## src/rtl/secmem_pkg.sv

```systemverilog
package secmem_pkg;

    typedef enum logic [2:0] {
        ST_IDLE,
        ST_CMD,
        ST_PWD,
        ST_WDATA,
        ST_RDATA
    } st_t;

    typedef enum logic [2:0] {
        OP_NONE,
        OP_READ,
        OP_WRITE,
        OP_SETW,
        OP_SETR
    } op_t;

    localparam logic [7:0] CODE_POLL = 8'h55;
    localparam logic [7:0] CODE_SETW = 8'hFC;
    localparam logic [7:0] CODE_SETR = 8'hFE;
    localparam int         SEC_FIELD_W = 4;

    // Map a command byte onto an operation; OP_NONE marks an illegal code.
    function automatic op_t decode_cmd(input logic [7:0] c, input int sectors);
        op_t r;
        r = OP_NONE;
        if (c == CODE_SETW) begin
            r = OP_SETW;
        end else if (c == CODE_SETR) begin
            r = OP_SETR;
        end else if (c[7:5] == 3'b100 && int'(c[4:1]) < sectors) begin
            r = c[0] ? OP_READ : OP_WRITE;
        end
        return r;
    endfunction

endpackage

```

## src/rtl/secmem_nvtimer.sv

```systemverilog
module secmem_nvtimer #(
    parameter int NV_CYCLES = 5000
) (
    input  logic clk,
    input  logic rst_n,
    input  logic start,
    output logic busy
);
    localparam int CW = $clog2(NV_CYCLES + 1);

    logic [CW-1:0] cnt_q;

    always_ff @(posedge clk or negedge rst_n) begin
        if (!rst_n) begin
            cnt_q <= '0;
        end else if (start) begin
            cnt_q <= CW'(NV_CYCLES);
        end else if (cnt_q != '0) begin
            cnt_q <= cnt_q - 1'b1;
        end
    end

    assign busy = (cnt_q != '0);
endmodule

```

## src/rtl/secmem_pwd.sv

```systemverilog
module secmem_pwd #(
    parameter int BLK_BYTES = 8,
    localparam int IDXW = $clog2(BLK_BYTES),
    localparam int BLKW = BLK_BYTES * 8
) (
    input  logic            clk,
    input  logic            rst_n,
    input  logic            clr,
    input  logic            cmp_en,
    input  logic            cmp_sel_w,
    input  logic [IDXW-1:0] cmp_idx,
    input  logic [7:0]      cmp_byte,
    output logic            match_now,
    input  logic            upd_en,
    input  logic            upd_sel_w,
    input  logic [BLKW-1:0] upd_val
);
    logic [BLKW-1:0] pw_rd_q;
    logic [BLKW-1:0] pw_wr_q;
    logic            acc_q;
    logic [BLKW-1:0] sel_pw;
    logic            byte_eq;

    assign sel_pw    = cmp_sel_w ? pw_wr_q : pw_rd_q;
    assign byte_eq   = (sel_pw[cmp_idx*8 +: 8] == cmp_byte);
    assign match_now = acc_q & byte_eq;

    always_ff @(posedge clk or negedge rst_n) begin
        if (!rst_n) begin
            pw_rd_q <= '0;
            pw_wr_q <= '0;
        end else if (upd_en) begin
            if (upd_sel_w) pw_wr_q <= upd_val;
            else           pw_rd_q <= upd_val;
        end
    end

    always_ff @(posedge clk or negedge rst_n) begin
        if (!rst_n) begin
            acc_q <= 1'b1;
        end else if (clr) begin
            acc_q <= 1'b1;
        end else if (cmp_en) begin
            acc_q <= match_now;
        end
    end
endmodule

```

## src/rtl/secmem_array.sv

```systemverilog
module secmem_array
    import secmem_pkg::*;
#(
    parameter int SECTORS   = 14,
    parameter int BLK_BYTES = 8,
    localparam int TOTAL = SECTORS * BLK_BYTES,
    localparam int ADDRW = $clog2(TOTAL),
    localparam int BLKW  = BLK_BYTES * 8
) (
    input  logic                   clk,
    input  logic                   rst_n,
    input  logic                   we,
    input  logic [SEC_FIELD_W-1:0] wsec,
    input  logic [BLKW-1:0]        wdata,
    input  logic [ADDRW-1:0]       raddr,
    output logic [7:0]             rdata
);
    logic [7:0] mem [TOTAL];

    always_ff @(posedge clk or negedge rst_n) begin
        if (!rst_n) begin
            for (int i = 0; i < TOTAL; i++) mem[i] <= '0;
        end else if (we) begin
            for (int i = 0; i < TOTAL; i++) begin
                if (int'(wsec) == i / BLK_BYTES) mem[i] <= wdata[(i % BLK_BYTES)*8 +: 8];
            end
        end
    end

    assign rdata = (int'(raddr) < TOTAL) ? mem[raddr] : 8'h00;
endmodule

```

## src/rtl/secmem_ctrl.sv

```systemverilog
module secmem_ctrl
    import secmem_pkg::*;
#(
    parameter int SECTORS   = 14,
    parameter int BLK_BYTES = 8,
    parameter int NV_CYCLES = 5000
) (
    input  logic       clk,
    input  logic       rst_n,
    input  logic       ev_start,
    input  logic       ev_stop,
    input  logic       rx_valid,
    input  logic [7:0] rx_byte,
    input  logic       tx_req,
    output logic       ack_valid,
    output logic       ack_ok,
    output logic       tx_valid,
    output logic [7:0] tx_byte,
    output logic       busy
);
    localparam int TOTAL = SECTORS * BLK_BYTES;
    localparam int ADDRW = $clog2(TOTAL);
    localparam int CNTW  = $clog2(BLK_BYTES + 2);
    localparam int IDXW  = $clog2(BLK_BYTES);
    localparam int BLKW  = BLK_BYTES * 8;

    st_t                    state, state_nx;
    op_t                    op_q;
    op_t                    cmd_op;
    logic [SEC_FIELD_W-1:0] sec_q;
    logic [CNTW-1:0]        cnt_q;
    logic                   pend_q, pmatch_q;
    logic [BLKW-1:0]        wbuf_q;
    logic [ADDRW-1:0]       rptr_q;
    logic [7:0]             rdata;

    logic in_cmd, is_poll, poll_try, poll_hit, new_cmd;
    logic last_pwd, commit, arr_we, pw_we, nv_start;
    logic match_now, cmp_en, pwd_clr;

    assign cmd_op   = decode_cmd(rx_byte, SECTORS);
    assign in_cmd   = (state == ST_CMD) && rx_valid && !ev_start && !ev_stop;
    assign is_poll  = (rx_byte == CODE_POLL);
    assign poll_try = in_cmd && !busy && pend_q && is_poll;
    assign poll_hit = poll_try && pmatch_q;
    assign new_cmd  = in_cmd && !busy && !(pend_q && is_poll) && (cmd_op != OP_NONE);
    assign cmp_en   = (state == ST_PWD) && rx_valid && !ev_start && !ev_stop;
    assign last_pwd = cmp_en && (cnt_q == CNTW'(BLK_BYTES - 1));
    assign commit   = (state == ST_WDATA) && ev_stop && (cnt_q == CNTW'(BLK_BYTES));
    assign arr_we   = commit && (op_q == OP_WRITE);
    assign pw_we    = commit && (op_q == OP_SETW || op_q == OP_SETR);
    assign nv_start = last_pwd || commit;
    assign pwd_clr  = new_cmd;

    // Next-state logic
    always_comb begin
        state_nx = state;
        if (ev_stop) begin
            state_nx = ST_IDLE;
        end else if (ev_start) begin
            state_nx = ST_CMD;
        end else begin
            unique case (state)
                ST_IDLE: state_nx = ST_IDLE;
                ST_CMD: begin
                    if (rx_valid) begin
                        if (busy)          state_nx = ST_IDLE;
                        else if (poll_hit) state_nx = (op_q == OP_READ) ? ST_RDATA : ST_WDATA;
                        else if (new_cmd)  state_nx = ST_PWD;
                        else               state_nx = ST_IDLE;
                    end
                end
                ST_PWD:   if (last_pwd) state_nx = ST_IDLE;
                ST_WDATA: state_nx = ST_WDATA;
                ST_RDATA: state_nx = ST_RDATA;
                default:  state_nx = ST_IDLE;
            endcase
        end
    end

    // State register
    always_ff @(posedge clk or negedge rst_n) begin
        if (!rst_n) state <= ST_IDLE;
        else        state <= state_nx;
    end

    // Output register
    always_ff @(posedge clk or negedge rst_n) begin
        if (!rst_n) begin
            ack_valid <= 1'b0;
            ack_ok    <= 1'b0;
            tx_valid  <= 1'b0;
            tx_byte   <= '0;
        end else begin
            ack_valid <= 1'b0;
            ack_ok    <= 1'b0;
            tx_valid  <= 1'b0;
            if (rx_valid && !ev_start && !ev_stop) begin
                unique case (state)
                    ST_CMD: begin
                        ack_valid <= 1'b1;
                        ack_ok    <= poll_hit || new_cmd;
                    end
                    ST_PWD, ST_WDATA: begin
                        ack_valid <= 1'b1;
                        ack_ok    <= 1'b1;
                    end
                    default: ;
                endcase
            end
            if (tx_req && state == ST_RDATA && !ev_start && !ev_stop) begin
                tx_valid <= 1'b1;
                tx_byte  <= rdata;
            end
        end
    end

    // Transaction context
    always_ff @(posedge clk or negedge rst_n) begin
        if (!rst_n) begin
            op_q     <= OP_NONE;
            sec_q    <= '0;
            cnt_q    <= '0;
            pend_q   <= 1'b0;
            pmatch_q <= 1'b0;
            wbuf_q   <= '0;
            rptr_q   <= '0;
        end else begin
            if (in_cmd && !busy) begin
                pend_q   <= 1'b0;
                pmatch_q <= 1'b0;
            end
            if (new_cmd) begin
                op_q  <= cmd_op;
                sec_q <= rx_byte[4:1];
                cnt_q <= '0;
            end
            if (poll_hit) begin
                cnt_q  <= '0;
                rptr_q <= ADDRW'(int'(sec_q) * BLK_BYTES);
            end
            if (cmp_en) begin
                cnt_q <= cnt_q + 1'b1;
                if (last_pwd) begin
                    pend_q   <= 1'b1;
                    pmatch_q <= match_now;
                end
            end
            if (state == ST_WDATA && rx_valid && !ev_start && !ev_stop) begin
                if (cnt_q < CNTW'(BLK_BYTES)) wbuf_q[int'(cnt_q)*8 +: 8] <= rx_byte;
                if (cnt_q <= CNTW'(BLK_BYTES)) cnt_q <= cnt_q + 1'b1;
            end
            if (state == ST_RDATA && tx_req && !ev_start && !ev_stop) begin
                rptr_q <= (int'(rptr_q) == TOTAL - 1) ? '0 : rptr_q + 1'b1;
            end
        end
    end

    secmem_nvtimer #(.NV_CYCLES(NV_CYCLES)) u_timer (
        .clk   (clk),
        .rst_n (rst_n),
        .start (nv_start),
        .busy  (busy)
    );

    secmem_pwd #(.BLK_BYTES(BLK_BYTES)) u_pwd (
        .clk       (clk),
        .rst_n     (rst_n),
        .clr       (pwd_clr),
        .cmp_en    (cmp_en),
        .cmp_sel_w (op_q != OP_READ),
        .cmp_idx   (cnt_q[IDXW-1:0]),
        .cmp_byte  (rx_byte),
        .match_now (match_now),
        .upd_en    (pw_we),
        .upd_sel_w (op_q == OP_SETW),
        .upd_val   (wbuf_q)
    );

    secmem_array #(.SECTORS(SECTORS), .BLK_BYTES(BLK_BYTES)) u_arr (
        .clk   (clk),
        .rst_n (rst_n),
        .we    (arr_we),
        .wsec  (sec_q),
        .wdata (wbuf_q),
        .raddr (rptr_q),
        .rdata (rdata)
    );
endmodule

```

## config.mk

```make
export PLATFORM = sky130hd
export DESIGN_NAME = secmem_ctrl
export DESIGN_NICKNAME = d
export VERILOG_FILES = /design/src/rtl/secmem_pkg.sv /design/src/rtl/secmem_nvtimer.sv /design/src/rtl/secmem_pwd.sv /design/src/rtl/secmem_array.sv /design/src/rtl/secmem_ctrl.sv
export SDC_FILE = /design/constraint.sdc
export NUM_CORES = 2
export LEC_CHECK = 0
export BUFFER_PORTS_ARGS = -buffer_cell sky130_fd_sc_hd__buf_4
export CAP_MARGIN = 20
export CORE_MARGIN = 1.5
export CORE_UTILIZATION = 50
export DETAILED_ROUTE_END_ITERATION = 8
export PLACE_DENSITY_LB_ADDON = 0.3
export SYNTH_ARGS = -nofsm -noshare
export SYNTH_HDL_FRONTEND = slang
export SYNTH_SLANG_ARGS = --single-unit
```

## constraint.sdc

```tcl
create_clock -name clk -period 3 [get_ports clk]
set_input_delay 0 -clock clk [delete_from_list [all_inputs] [get_ports clk]]
set_output_delay 0 -clock clk [all_outputs]
set_load 0.02 [all_outputs]
```

Yosys cells after proc, flatten, opt, wreduce, memory -nomap -nowiden
Cells that the tools add are included.
{ "word_totals": {"reg_bits": 1136, "input_bits": 14, "out_inout_bits": 12, "wordCells": 277} }
{ "classes": {"addsub": 4, "n_lt_le_gt_ge": 5, "eq_ne": 32, "n_shift": 3, "n_mux": 42, "bitwise": 3, "reduce_logical": 60} }
{ "op_table": {"columns": ["operator", "count"], "rows": [
  ["$bwmux W64", 1],
  ["$mux W64", 1],
  ["$shift A8 B33 Y64 const A", 1],
  ["$shiftx A64 B7 Y8", 1],
  ["$shiftx A8 B33 Y64", 1],
  ["$bmux W8 S7", 1],
  ["$eq A4 B4 Y1 const B", 9],
  ["$reduce_and A2 Y1", 18],
  ["$neg A7 Y33", 1],
  ["$logic_and A1 B1 Y1", 27],
  ["$mux W3", 9],
  ["$mux W13", 2],
  ["$mux W8", 3],
  ["$mux W7", 3],
  ["$eq A4 B3 Y1 const B", 5],
  ["$mux W4", 5],
  ["$eq A8 B8 Y1 const B", 2],
  ["$reduce_bool A13 Y1", 1],
  ["$sub A13 B1 Y13 const B", 1],
  ["$eq A3 B2 Y1 const B", 4],
  ["$mux W1", 12],
  ["$pmux W3 S4", 1],
  ["$eq A3 B3 Y1 const B", 3],
  ["$eq A8 B7 Y1 const B", 1],
  ["other kinds (24)", 36]
]} }

Depth between registers and ports, before layout
{ "logic_depth": {"ltp_word": 14, "depth_mapped": 13} }

Modules after synthesis
From an unflattened synthesis, not the netlist that was laid out.
{ "hier_totals": {"cells_unflattened": 3516, "area_unflattened_um2": 52074.9} }
{ "modules_own_cells": {"columns": ["mod", "n_inst", "cells_per_inst", "area_each_um2", "seq_area_each_um2"], "rows": [
  ["secmem_array", 1, 2662, 40842.9, 22421.5],
  ["secmem_pwd", 1, 382, 6002.0, 3229.3],
  ["secmem_ctrl", 1, 398, 4523.1, 2452.4],
  ["secmem_nvtimer", 1, 74, 706.9, 325.3]
]} }

Least setup slack after synthesis
No wires, ideal clock.
{ "synth_timing": {"path_type": "register to register", "start": "reg cnt_q[0]", "end": "reg u_arr.mem[0] in the netlist's numbering", "setup_ns": 0.125, "arrival_ns": 3.141, "required_time_ns": 2.875, "path_slack_ns": -0.266, "stages_incl_launch_ff": 13, "synth_period_minus_slack_ns": 3.266, "cell_sequence": "dfrtp_1 buf_1 inv_1 ha_1 nand2b_1 nor2_1 nand4_1 nor4b_1 nand3_1 nor3b_1 clkbuf_1 buf_2 mux2_2"} }
{ "synth_via": {"elab_chain_cells": 4} }
{ "synth_lines": {"columns": ["element", "line", "rtl"], "rows": [
  ["from (decl)", "secmem_ctrl.sv:31", "logic [CNTW-1:0] cnt_q;"],
  ["from (signal assigned)", "secmem_ctrl.sv:143", "cnt_q <= cnt_q + 1'b1;"],
  ["from (signal assigned)", "secmem_ctrl.sv:151", "if (cnt_q <= CNTW'(BLK_BYTES)) cnt_q <= cnt_q + 1'b1;"],
  ["$eq A4 B4 Y1", "secmem_ctrl.sv:49", "assign commit = (state == ST_WDATA) && ev_stop && (cnt_q == CNTW'(BLK_BYTES));"],
  ["$logic_and A1 B1 Y1", "secmem_ctrl.sv:49", null],
  ["$logic_and A1 B1 Y1", "secmem_ctrl.sv:50", "assign arr_we = commit && (op_q == OP_WRITE);"],
  ["$reduce_and A2 Y1 (no source line)", null, null],
  ["to (decl)", "secmem_array.sv:18", "logic [7:0] mem [TOTAL];"]
]} }
No other way between the ends.
A chain may end at the register's enable or synchronous reset.

Final worst setup path
{ "layout_timing": {"start": "reg rptr_q[1]", "end": "reg tx_byte[3]"} }
{ "layout_via": {"elab_chain_cells": 5, "word_cells_on_any_way": 6, "cone_classes": "1 x order compare; 4 x mux; 1 x bitwise"} }
{ "layout_lines": {"columns": ["element", "line", "rtl"], "rows": [
  ["from (decl)", "secmem_ctrl.sv:34", "logic [ADDRW-1:0] rptr_q;"],
  ["from (signal assigned)", "secmem_ctrl.sv:140", "rptr_q <= ADDRW'(int'(sec_q) * BLK_BYTES);"],
  ["from (signal assigned)", "secmem_ctrl.sv:154", "rptr_q <= (int'(rptr_q) == TOTAL - 1) ? '0 : rptr_q + 1'b1;"],
  ["$not A7 Y8 (not written as such)", "secmem_array.sv:30", "assign rdata = (int'(raddr) < TOTAL) ? mem[raddr] : 8'h00;"],
  ["$bmux W8 S7", "secmem_array.sv:30", null],
  ["$mux W8 (not written as such) (2 in series)", "secmem_array.sv:30", null],
  ["$mux W8 (*)", "secmem_array.sv:30", null],
  ["to (signal assigned)", "secmem_ctrl.sv:113", "tx_byte <= rdata;"],
  ["to (decl)", "secmem_ctrl.sv:18", "output logic [7:0] tx_byte,"]
]} }
Mark *: on every way between the ends. The rest lies on a longest branch, timed or not. The select of a mux whose other input is x is not followed.

==> impl_results.md <==
* Worst slack at placement at 0.0546 ns
* Die height at ~320 um
* Count leader, synth: dfrtp_1
* DR vias at 29539
* Pwr per Cell Area at about 530 mW/mm^2
* Worst path max stage delay at 0.67 ns
* Worst path arrival time at 3.46 ns
* Initial Utilization at 0.506
* Pins Over Slew Limit at 0
* Hold_sp: ev_start
* Final worst-path setup slack at 0.100 ns
* Vias in the first global route at 32019
* Remaining DRCs at 0
* Top post-synthesis cells by count: 1135 x dfrtp_1, 961 x mux2_2, 316 x mux4_2
* Clock Skews at 0.0363 ns
* Synthesized flop and latch total at around 1100
* Worst slew margin at 0.411
* Register area share after synthesis at 0.560
* Gate Count Post-Synth at 3319
* Worst EP required at 3.56 ns
* Most frequently used flop master after synthesis: dfrtp_1
* EDFF count, synth at 0
* Top Ports at 26
* GRT overflow at 0
* Max-Cap Viols at 0
* Htree depth at 3
* Clock-pin slew on the worst setup and hold paths at about 0.060 ns
* R2R depth at 8
* Slowest CP cell: dfrtp_4
* Max FO, Critical Path at 56
* Final Cycle Share at 0.967
* Top post-synthesis cells by area: dfrtp_1 56%, mux2_2 21%, mux4_2 14%, nand2_1 1.6%, clkbuf_1 1.6%
* Hold depth at 3
* Full die area at 0.103 mm^2
* Die width at 322 um
* First-pass GRT wire length at between 150 and 200 mm
* Total negative setup slack at 0 ns
* GR Util All Layers at 0.251
* Vias per cell at 6.14
* CP startpoint kind: flip-flop
* Status: completed
* RSZ-0062 raised after global routing: false
* Share of cells above drive strength 1 at 0.487
* RR Endpoint: tx_byte[3]
* Post-synth top area share at 0.560
* Routed wire length at around 130 mm
* P_sw at 6.58 mW
* Pleak at 27.4 nW
* Area of the mapped netlist at between 0.05 and 0.06 mm^2
* Net count after synthesis at 3342
* First-pass detailed-route iteration total at 5
* Final min period at 2.90 ns
* Power Internal at 24.0 mW
* Crit. End Element: flip-flop
* RR Startpoint: rptr_q[1]
* Cell taking the most area after synthesis: dfrtp_1
* Max rail drop VDD at 0.555 mV
* Clock Latency Late Sink at 0.71 ns
* Critical path depth at 8
* Critical path start-end classification: reg2reg
* CTS tree: built
* Synth-to-layout area growth at 14.0%
* Syn. warnings at 0
* Post-synth ARST share at 1.00
* WL/cell at roughly 27 um
* Comb power frac at 0.022
* Nets at between 3000 and 4000
* Initial antenna violation count at 2
* Final setup vio count at 0
* CP top delay family: multiplexers
* Avg Inst Size Synth at between 15 and 20 um^2
* Routability cong. at between 0.8 and 0.9
* Clock buffer depth at 3
* Reg-to-reg slack, setup at between 0.1 and 0.15 ns
* Largest net degree at the start of global routing at 120
* CP Cell Sequence: buf_16 -> buf_4 -> mux4_2 -> mux4_2 -> mux2i_1 -> o211ai_1 -> o21ai_0 -> o21ai_0
* First DRT Iteration DRCs at 2122
* HPWL after detailed placement at 78.0 mm
* Clock root cell: clkbuf_16
* Standard-cell row count at 116
* Clock Power Share at 0.474
* Filler Cell Count at 7533
* Worst hold endpoint: state[1]
* Unique cell type count in the Yosys netlist at between 50 and 60
* PortBufs at 25
* Switching share of total power at 0.215
* Seq pwr share at 0.504
* Sum of buffers and inverters on the critical path at 2
* Floorplan core area at 0.100 mm^2
* Final-report hold violation count at 0
* Slew @ Worst Pin at 0.884 ns
* F_max at 345 MHz
* Inserted Clock Buffers at 114
* Antenna viol nets, final at 0
* CTS sink count at 1136
* Tightest Hold Check Type: in2reg
-- worst max-delay path by stage --
stage | startpoint | end | slack (ns)
global route | rptr_q[0] | tx_byte[6] | 0.005
floorplan | cnt_q[0] | u_arr.mem[0] | 0.001
global placement | u_timer.cnt_q[7] | rptr_q[4] | 0.06
CTS | u_timer.cnt_q[5] | rptr_q[4] | 0.05
finish | rptr_q[1] | tx_byte[3] | 0.10
detailed placement | u_timer.cnt_q[5] | cnt_q[3] | 0.05
-- what timing repair did --
| action | in CTS | in global routing |
|---|---|---|
| hold endpoints to repair | 758 | 0 |
| gates resized for setup | 0 | 20 |
| endpoints found under the setup margin | 0 | 307 |
| buffers inserted | 0 | 3 |
| hold buffers | 15 | 0 |
-- kinds of logic after synthesis --
group                      after synthesis  share of synthesized area
AOI/OAI and AO/OA                      210                     0.0231
adders and majority gates                9                    0.00222
buffers and inverters                  293                     0.0225
and+or+nand+nor                        356                     0.0313
muxes                                 1297                      0.358
DFF                                   1136                      0.560
xor gates and xnor gates                18                    0.00311
-- registers in the layout, indices dropped and copies added (netlist names) --
| signal | flops |
|---|---|
| ack_ok | 1 |
| ack_valid | 1 |
| cnt_q | 4 |
| op_q | 3 |
| pend_q | 1 |
| pmatch_q | 1 |
| rptr_q | 7 |
| sec_q | 4 |
| state | 3 |
| tx_byte | 8 |
| tx_valid | 1 |
| u_arr.mem | 896 |
| u_pwd.acc_q | 1 |
| u_pwd.pw_rd_q | 64 |
| u_pwd.pw_wr_q | 64 |
| u_timer.cnt_q | 13 |
| wbuf_q | 64 |
-- per-layer routing --
| layer | routed length (um) | global-route usage | vias up |
|---|---|---|---|
| li1 | - | - | 12354 |
| met1 | 54000 | 0.337 | 16128 |
| met2 | 63600 | 0.415 | 786 |
| met3 | 6560 | 0.0405 | 271 |
| met4 | 4650 | 0.0906 | 0 |
| met5 | 0 | 0 | - |
-- area by class of cell --
cell class / instances / area, um^2 / area share
Timing Repair Buffer: 196 / 2450 / 0.0424
Clock buffer: 160 / 3230 / 0.0558
Antenna cell: 1 / 2.50 / 0.0000433
Inverter: 21 / 78.8 / 0.00136
Multi-Input combinational cell: 1890 / 21400 / 0.369
Tap cell: 1357 / 1700 / 0.0294
Clock inverter: 49 / 579 / 0.0100
Sequential cell: 1136 / 28400 / 0.492
-- placed cells by master, fill, tap and decap left out, types with 3 or more instances in the layout --
master            n
nand3_4           3
inv_1            19
clkinv_2         29
nand3_1          24
bufinv_16        11
dfrtp_4           4
o211ai_1          9
buf_12           57
ha_1              8
buf_4           108
or3_1             4
dfrtp_1        1129
xor2_1           10
nor2_1           34
mux4_2          316
dlygate4sd3_1    14
buf_16            5
mux2_1            5
nor3_1           11
a21oi_1           6
xnor2_1           8
clkbuf_8         18
nand2_4          10
nor2b_1           9
mux2i_1          15
inv_6             3
a31oi_1           4
clkbuf_16       121
nand2_1         210
nand2b_1          4
clkbuf_1         27
o21ai_0         161
a22oi_1          14
nand4_1          11
buf_6             4
mux2_2          961
and3_1            8
nor4_1            8
-- power by group through the flow --
stage,Clock (mW),Combinational (mW),Sequential [mW]
CTS,14.7,0.687,15.4
finish,14.5,0.671,15.4
global route,15.4,0.759,15.4
floorplan,0,0.188,15.7
detailed placement,0,0.663,15.7
global placement,0,0.631,15.7
-- metrics by stage --
| step | total power, mW | util | instances | cell area [um^2] | hold slack (ns) |
|---|---|---|---|---|---|
| 6_report | 30.6 | 0.577 | 4810 | 57800 | 0.0542 |
| 5_1_grt | 31.6 | 0.577 | 4809 | 57800 | 0.0375 |
| 4_1_cts | 30.8 | 0.574 | 4798 | 57500 | 0.0184 |
| 3_5_place_dp | 16.4 | 0.534 | 4574 | 53600 | -0.0199 |
| 3_3_place_gp | 16.3 | 0.534 | 4574 | 53600 | -0.0334 |
| 2_1_floorplan | 15.9 | - | 3319 | 50800 | -0.296 |
-- worst register-to-register path, stage by stage (launching register included) --
cell,delay [ns]
dfrtp_4,0.67
buf_16,0.37
buf_4,0.31
mux4_2,0.34
mux4_2,0.49
mux2i_1,0.23
o211ai_1,0.12
o21ai_0,0.11
o21ai_0,0.12
No activity file was read; power rests on OpenSTA's default activity.
